## src/rtl/cbfly_pkg.sv

```systemverilog
package cbfly_pkg;

   typedef enum logic [1:0] {
      BF_CPLX = 2'd0,
      BF_RMUL = 2'd1,
      BF_RADD = 2'd2,
      BF_ALT  = 2'd3
   } bf_mode_e;

endpackage

```

## src/rtl/cbfly_mul.sv

```systemverilog
// Registered signed multiplier, full-width product.
module cbfly_mul #(
   parameter int AW = 16,
   parameter int BW = 16,
   localparam int PW = AW + BW
) (
   input  logic                 clk,
   input  logic                 rst_n,
   input  logic                 en,
   input  logic signed [AW-1:0] a,
   input  logic signed [BW-1:0] b,
   output logic signed [PW-1:0] p
);

   always_ff @(posedge clk or negedge rst_n) begin
      if (!rst_n)  p <= '0;
      else if (en) p <= PW'(a) * PW'(b);
   end

endmodule

```

## src/rtl/cbfly_term.sv

```systemverilog
// Forms the two twiddle terms from the four products, per mode.
module cbfly_term
   import cbfly_pkg::*;
#(
   parameter int W    = 16,
   parameter int FRAC = 15,
   localparam int PW  = 2 * W,
   localparam int TW  = PW + 1
) (
   input  bf_mode_e             mode,
   input  logic signed [PW-1:0] p_rc,
   input  logic signed [PW-1:0] p_is,
   input  logic signed [PW-1:0] p_rs,
   input  logic signed [PW-1:0] p_ic,
   input  logic signed [W-1:0]  h_re,
   input  logic signed [W-1:0]  h_im,
   output logic signed [TW-1:0] t_re,
   output logic signed [TW-1:0] t_im
);

   localparam int XH = TW - W - FRAC;

   logic signed [TW-1:0] e_rc, e_is, e_rs, e_ic, a_re, a_im;

   always_comb begin
      e_rc = {p_rc[PW-1], p_rc};
      e_is = {p_is[PW-1], p_is};
      e_rs = {p_rs[PW-1], p_rs};
      e_ic = {p_ic[PW-1], p_ic};
      a_re = {{XH{h_re[W-1]}}, h_re, {FRAC{1'b0}}};
      a_im = {{XH{h_im[W-1]}}, h_im, {FRAC{1'b0}}};
      case (mode)
         BF_RMUL: begin
            t_re = e_rc;
            t_im = e_ic;
         end
         BF_RADD: begin
            t_re = a_re;
            t_im = a_im;
         end
         default: begin
            t_re = e_rc + e_is;
            t_im = e_ic - e_rs;
         end
      endcase
   end

endmodule

```

## src/rtl/cbfly_rndsat.sv

```systemverilog
// Round half toward +inf at FRAC, then clamp to OW signed bits.
module cbfly_rndsat #(
   parameter int IW   = 34,
   parameter int FRAC = 15,
   parameter int OW   = 16
) (
   input  logic signed [IW-1:0] x,
   output logic signed [OW-1:0] y
);

   localparam int XW = IW + 1;
   localparam logic signed [XW-1:0] MAXV = {{(XW-OW+1){1'b0}}, {(OW-1){1'b1}}};
   localparam logic signed [XW-1:0] MINV = {{(XW-OW+1){1'b1}}, {(OW-1){1'b0}}};

   logic signed [XW-1:0] xe, xr, sh;

   assign xe = {x[IW-1], x};

   if (FRAC == 0) begin : g_trunc
      assign xr = xe;
   end else begin : g_rnd
      localparam logic signed [XW-1:0] HALF = XW'(1) <<< (FRAC - 1);
      assign xr = xe + HALF;
   end

   assign sh = xr >>> FRAC;

   always_comb begin
      if (sh > MAXV)      y = MAXV[OW-1:0];
      else if (sh < MINV) y = MINV[OW-1:0];
      else                y = sh[OW-1:0];
   end

endmodule

```

## src/rtl/cbfly_core.sv

```systemverilog
// In-place complex radix-2 butterfly, three register stages.
module cbfly_core
   import cbfly_pkg::*;
#(
   parameter int W    = 16,
   parameter int FRAC = 15
) (
   input  logic         clk,
   input  logic         rst_n,
   input  logic         in_vld,
   input  logic [1:0]   mode,
   input  logic [W-1:0] lo_re,
   input  logic [W-1:0] lo_im,
   input  logic [W-1:0] hi_re,
   input  logic [W-1:0] hi_im,
   input  logic [W-1:0] tw_cos,
   input  logic [W-1:0] tw_sin,
   output logic         out_vld,
   output logic [W-1:0] lo_re_o,
   output logic [W-1:0] lo_im_o,
   output logic [W-1:0] hi_re_o,
   output logic [W-1:0] hi_im_o
);

   localparam int PW    = 2 * W;
   localparam int TW    = PW + 1;
   localparam int SW    = TW + 1;
   localparam int NMUL  = 4;
   localparam int NOUT  = 4;
   localparam int LH    = SW - W - FRAC;

   if (W < 4) begin : g_bad_w
      $error("cbfly_core: W must be at least 4");
   end
   if (FRAC < 1 || FRAC >= W) begin : g_bad_frac
      $error("cbfly_core: FRAC must lie in 1..W-1");
   end

   // ---------------- stage 1: products ----------------
   logic signed [W-1:0]  mul_a [NMUL];
   logic signed [W-1:0]  mul_b [NMUL];
   logic signed [PW-1:0] prod  [NMUL];

   always_comb begin
      mul_a[0] = hi_re;  mul_b[0] = tw_cos;   // hr*cos
      mul_a[1] = hi_im;  mul_b[1] = tw_sin;   // hi*sin
      mul_a[2] = hi_re;  mul_b[2] = tw_sin;   // hr*sin
      mul_a[3] = hi_im;  mul_b[3] = tw_cos;   // hi*cos
   end

   for (genvar g = 0; g < NMUL; g++) begin : g_mul
      cbfly_mul #(.AW(W), .BW(W)) u_mul (
         .clk   (clk),
         .rst_n (rst_n),
         .en    (in_vld),
         .a     (mul_a[g]),
         .b     (mul_b[g]),
         .p     (prod[g])
      );
   end

   logic                s1_vld;
   bf_mode_e            s1_mode;
   logic signed [W-1:0] s1_lr, s1_li, s1_hr, s1_hi;

   always_ff @(posedge clk or negedge rst_n) begin
      if (!rst_n) begin
         s1_vld  <= 1'b0;
         s1_mode <= BF_CPLX;
         s1_lr   <= '0;
         s1_li   <= '0;
         s1_hr   <= '0;
         s1_hi   <= '0;
      end else begin
         s1_vld <= in_vld;
         if (in_vld) begin
            s1_mode <= bf_mode_e'(mode);
            s1_lr   <= lo_re;
            s1_li   <= lo_im;
            s1_hr   <= hi_re;
            s1_hi   <= hi_im;
         end
      end
   end

   // ---------------- stage 2: twiddle terms ----------------
   logic signed [TW-1:0] t_re, t_im;

   cbfly_term #(.W(W), .FRAC(FRAC)) u_term (
      .mode (s1_mode),
      .p_rc (prod[0]),
      .p_is (prod[1]),
      .p_rs (prod[2]),
      .p_ic (prod[3]),
      .h_re (s1_hr),
      .h_im (s1_hi),
      .t_re (t_re),
      .t_im (t_im)
   );

   logic                 s2_vld;
   logic signed [W-1:0]  s2_lr, s2_li;
   logic signed [TW-1:0] s2_tre, s2_tim;

   always_ff @(posedge clk or negedge rst_n) begin
      if (!rst_n) begin
         s2_vld <= 1'b0;
         s2_lr  <= '0;
         s2_li  <= '0;
         s2_tre <= '0;
         s2_tim <= '0;
      end else begin
         s2_vld <= s1_vld;
         if (s1_vld) begin
            s2_lr  <= s1_lr;
            s2_li  <= s1_li;
            s2_tre <= t_re;
            s2_tim <= t_im;
         end
      end
   end

   // ---------------- stage 3: sum/difference, round, clamp ----------------
   logic signed [SW-1:0] la_re, la_im, te_re, te_im;
   logic signed [SW-1:0] sums [NOUT];
   logic signed [W-1:0]  rsat [NOUT];

   always_comb begin
      la_re   = {{LH{s2_lr[W-1]}}, s2_lr, {FRAC{1'b0}}};
      la_im   = {{LH{s2_li[W-1]}}, s2_li, {FRAC{1'b0}}};
      te_re   = {s2_tre[TW-1], s2_tre};
      te_im   = {s2_tim[TW-1], s2_tim};
      sums[0] = la_re + te_re;   // low real
      sums[1] = la_im + te_im;   // low imaginary
      sums[2] = la_re - te_re;   // high real
      sums[3] = la_im - te_im;   // high imaginary
   end

   for (genvar g = 0; g < NOUT; g++) begin : g_rs
      cbfly_rndsat #(.IW(SW), .FRAC(FRAC), .OW(W)) u_rs (
         .x (sums[g]),
         .y (rsat[g])
      );
   end

   always_ff @(posedge clk or negedge rst_n) begin
      if (!rst_n) begin
         out_vld <= 1'b0;
         lo_re_o <= '0;
         lo_im_o <= '0;
         hi_re_o <= '0;
         hi_im_o <= '0;
      end else begin
         out_vld <= s2_vld;
         if (s2_vld) begin
            lo_re_o <= rsat[0];
            lo_im_o <= rsat[1];
            hi_re_o <= rsat[2];
            hi_im_o <= rsat[3];
         end
      end
   end

endmodule

```

## config.mk

```make
export PLATFORM = sky130hd
export DESIGN_NAME = cbfly_core
export DESIGN_NICKNAME = d
export VERILOG_FILES = /design/src/rtl/cbfly_pkg.sv /design/src/rtl/cbfly_mul.sv /design/src/rtl/cbfly_term.sv /design/src/rtl/cbfly_rndsat.sv /design/src/rtl/cbfly_core.sv
export SDC_FILE = /design/constraint.sdc
export NUM_CORES = 2
export LEC_CHECK = 0
export ABC_AREA = 1
export BUFFER_PORTS_ARGS = -buffer_cell sky130_fd_sc_hd__buf_2
export CAP_MARGIN = 30
export CELL_PAD_IN_SITES_DETAIL_PLACEMENT = 0
export CELL_PAD_IN_SITES_GLOBAL_PLACEMENT = 1
export CORE_MARGIN = 2
export CORE_UTILIZATION = 49
export DETAILED_ROUTE_END_ITERATION = 6
export PLACE_DENSITY = 0.84
export SLEW_MARGIN = 5
export SYNTH_ARGS = -nofsm -noshare
export SYNTH_HDL_FRONTEND = slang
export SYNTH_SLANG_ARGS = --single-unit
```

## constraint.sdc

```tcl
create_clock -name clk -period 2.85 [get_ports clk]
set_input_delay 0 -clock clk [delete_from_list [all_inputs] [get_ports clk]]
set_output_delay 0 -clock clk [all_outputs]
set_load 0.05 [all_outputs]
```

==> run summary <==
most common cell in the netlist = nand2_1
most instantiated cells after synthesis = nand2_1, inv_1, fa_1, nor2_1, ha_1
hpwl dp = 185,000 um
post-route setup slack = -1950 ps
Die ar. = 0.136 mm^2
Clock Latency Late Sink = 640 ps
most common flop cell mapped by yosys = dfrtp_1
wire length per cell = 20.1 um
Slew HR = 40.5%
Slowest cell on crit path = fa_2
CP max FO = 6
syn nets = 10,252
Worst Hold Slack = 19.7 ps
mapped cell area = 0.0651 mm^2
RSZ-0062 raised after global routing = true
clk slew on worst S/H paths = 60 ps
Syn Inst Count = 8,631
max reg flops = 128
Slew Limit Fails = 0
fin util = 64.8%
worst r2r dst = lo_re_o[3]$_DFFE_PN0P_
clock skew = 38.4 ps
die width = 369 um
Worst Setup Slack post-DPL = -3020 ps
GP Congestion = 0.964
EDFF count, synth = 0
count of state elements after synthesis = 359
CTS tree = done
crit-path cells = buf_12 > buf_12 > nand2_4 > fa_1 > inv_2 > fa_2 > buf_6 > fa_1 > fa_1 > fa_1 > inv_1 > fa_1 > inv_2 > ha_4 > buf_4 > buf_6 > a21oi_4 > o21ai_4 > a21o_1 > or2_2 > nand3_1 > nand2_1
CP max stage delay = 660 ps
Reg2Reg Depth = 13
WHS Path Cells = 5
Die Height = 369 um
Synth warnings = 0
CP startpoint kind = input pin
outcome = complete, but fails checks
fin crit share = 168%
CP most frequent cell = fa_1
vias in the first global route = 62,526
Worst-Margin Slew = 893 ps
clock sinks = 359
largest net degree at the start of global routing = 136
endpoint type of the worst setup path = flop
DRT Pass-1 Iters = 6
htree depth = 2
Min-Delay Endpoint = s1_hr[9]$_DFFE_PN0P_
Area Growth Syn to Fin = 30.9%
register bank with the most flops = g_mul.u_mul.p
critical path class = in2reg
Via density = 5.21
via count = 60,057
dpl cells = 11,159
sequential element share of the synthesized area = 13.8%
layout cells sized above 1 = 26.0%
r2r setup slk = 0 ps
initial antenna violation count = 4
first-pass GRT wire length = 360,000 um
Initial DRC Count = 4,412
GRT Total Usage = 34.4%
initial core utilization = 49.5%
Worst Hold Class = in2reg
# DRC = 0
failing checks = negative setup slack
Antenna Violating Nets Remaining = 0
clock buffer depth = 3
nets@finish = 11,363
core area = 0.132 mm^2
MaxCap Viol Count = 0
ys async rst share = 100%
Avg Cell Area, Syn = 7.55 um^2
Root Driver = clkbuf_16
Yosys top cell area share = 32.4%
remaining global-route overflow = 0
Rows = 133
synth unique cells = 56
TritonCTS buffer count = 44
IO Port Bufs = 165
biggest regs = g_mul.u_mul.p x128, s2_tim x33, s2_tre x33
hold violation total from the final report = 0
fmax = 0.208 GHz
Final Critical Period = 4800 ps
Fill cells = 11,370
R2R Path Start = s2_tre[27]$_DFFE_PN0P_
largest cells by area after synthesis = fa_1, dfrtp_1, nand2_1, inv_1, ha_1
Data required, critical path = 3350 ps
final setup vio count = 104
min-delay src = hi_re[9]
Critical Path AT = 5300 ps
Non-Filler Instances = 11,532
cell type with the largest total area after synthesis = fa_1
Post-Route WL = 232,000 um
io pins = 166
logic make-up (layout without fill, tap and decap cells):
group                    after synthesis  after routing  share of synthesized area (%)
adder cells (fa/ha/maj)             1520           1520                           41.4
AO/OA/AOI/OAI                        862            862                           7.84
AND/OR/NAND/NOR                     3309           3309                           20.6
other                                  0              1                              0
XOR/XNOR                             148            148                           1.99
flip-flops                           359            359                           13.8
buffers and inverters               2433           3578                           14.4
worst max-delay path by stage:
stage,startpoint,end
global route,hi_im[15],g_mul[1].u_mul.p[31]$_DFFE_PN0P_
detailed placement,tw_cos[10],g_mul[0].u_mul.p[24]$_DFFE_PN0P_
floorplan,hi_re[15],g_mul[2].u_mul.p[31]$_DFFE_PN0P_
global placement,tw_cos[10],g_mul[0].u_mul.p[24]$_DFFE_PN0P_
finish,hi_im[15],g_mul[3].u_mul.p[24]$_DFFE_PN0P_
CTS,hi_im[15],g_mul[1].u_mul.p[31]$_DFFE_PN0P_
layout make-up:
type	instances	area (um^2)	area share [%]
Sequential cell	359	8990	10.5
Tap cell	1755	2200	2.58
Timing Repair Buffer	1409	13100	15.3
Inverter	2089	7880	9.24
Multi-Input combinational cell	5839	51700	60.7
Clock buffer	59	1230	1.44
Antenna cell	1	2.50	0.00294
Clock inverter	21	191	0.225
critical path: cells and delay by family:
family,cells,cell delay (ps)
buffers and inverters,8,860
adder cells (fa/ha/maj),7,3460
AO/OA/AOI/OAI,3,490
AND/OR/NAND/NOR,4,480
layer usage:
metal / vias to the layer above / part of all wire [%] / GRT usage, %
met2: 2022 / 47 / 56.5
met4: 6 / 4.3 / 12.4
met1: 29680 / 42 / 46.8
met5: - / 0.017 / 0
li1: 27911 / - / -
met3: 438 / 6.6 / 4.29
through the flow:
stage / cell area (um^2) / setup TNS, ps
5_1_grt: 85300 / -184670
2_1_floorplan: 68400 / -172190
3_3_place_gp: 76900 / -258680
3_5_place_dp: 76900 / -262560
4_1_cts: 83500 / -161640
6_report: 85300 / -165320
repair_timing:
action / CTS / global route
endpoints found under the setup margin: 122 / 172
setup buffers: 159 / 58
pin swaps: 326 / 249
resized for setup: 718 / 365
gates cloned: 18 / 6
endpoints found under the hold margin: 350 / 1
hold buffers: 63 / 1
layout by cell type, fill, tap and decap left out, types with 81 or more instances in the layout:
master,synthesis,final
fa_1,1054,957
buf_4,16,944
buf_12,2,117
inv_1,2070,1898
buf_6,20,129
inv_2,16,178
ha_1,466,339
nand2_1,2323,2148
a21oi_2,54,104
dfrtp_1,359,357
buf_2,3,111
fa_2,0,97
xor2_1,92,81
nand3_1,248,200
ha_4,0,103
o21ai_0,265,154
nand2_2,18,124
nor2_1,480,415
a21oi_1,309,211
Power is not shown: default switching activity piles up to over one toggle a cycle in this logic, so the estimate is an artifact.
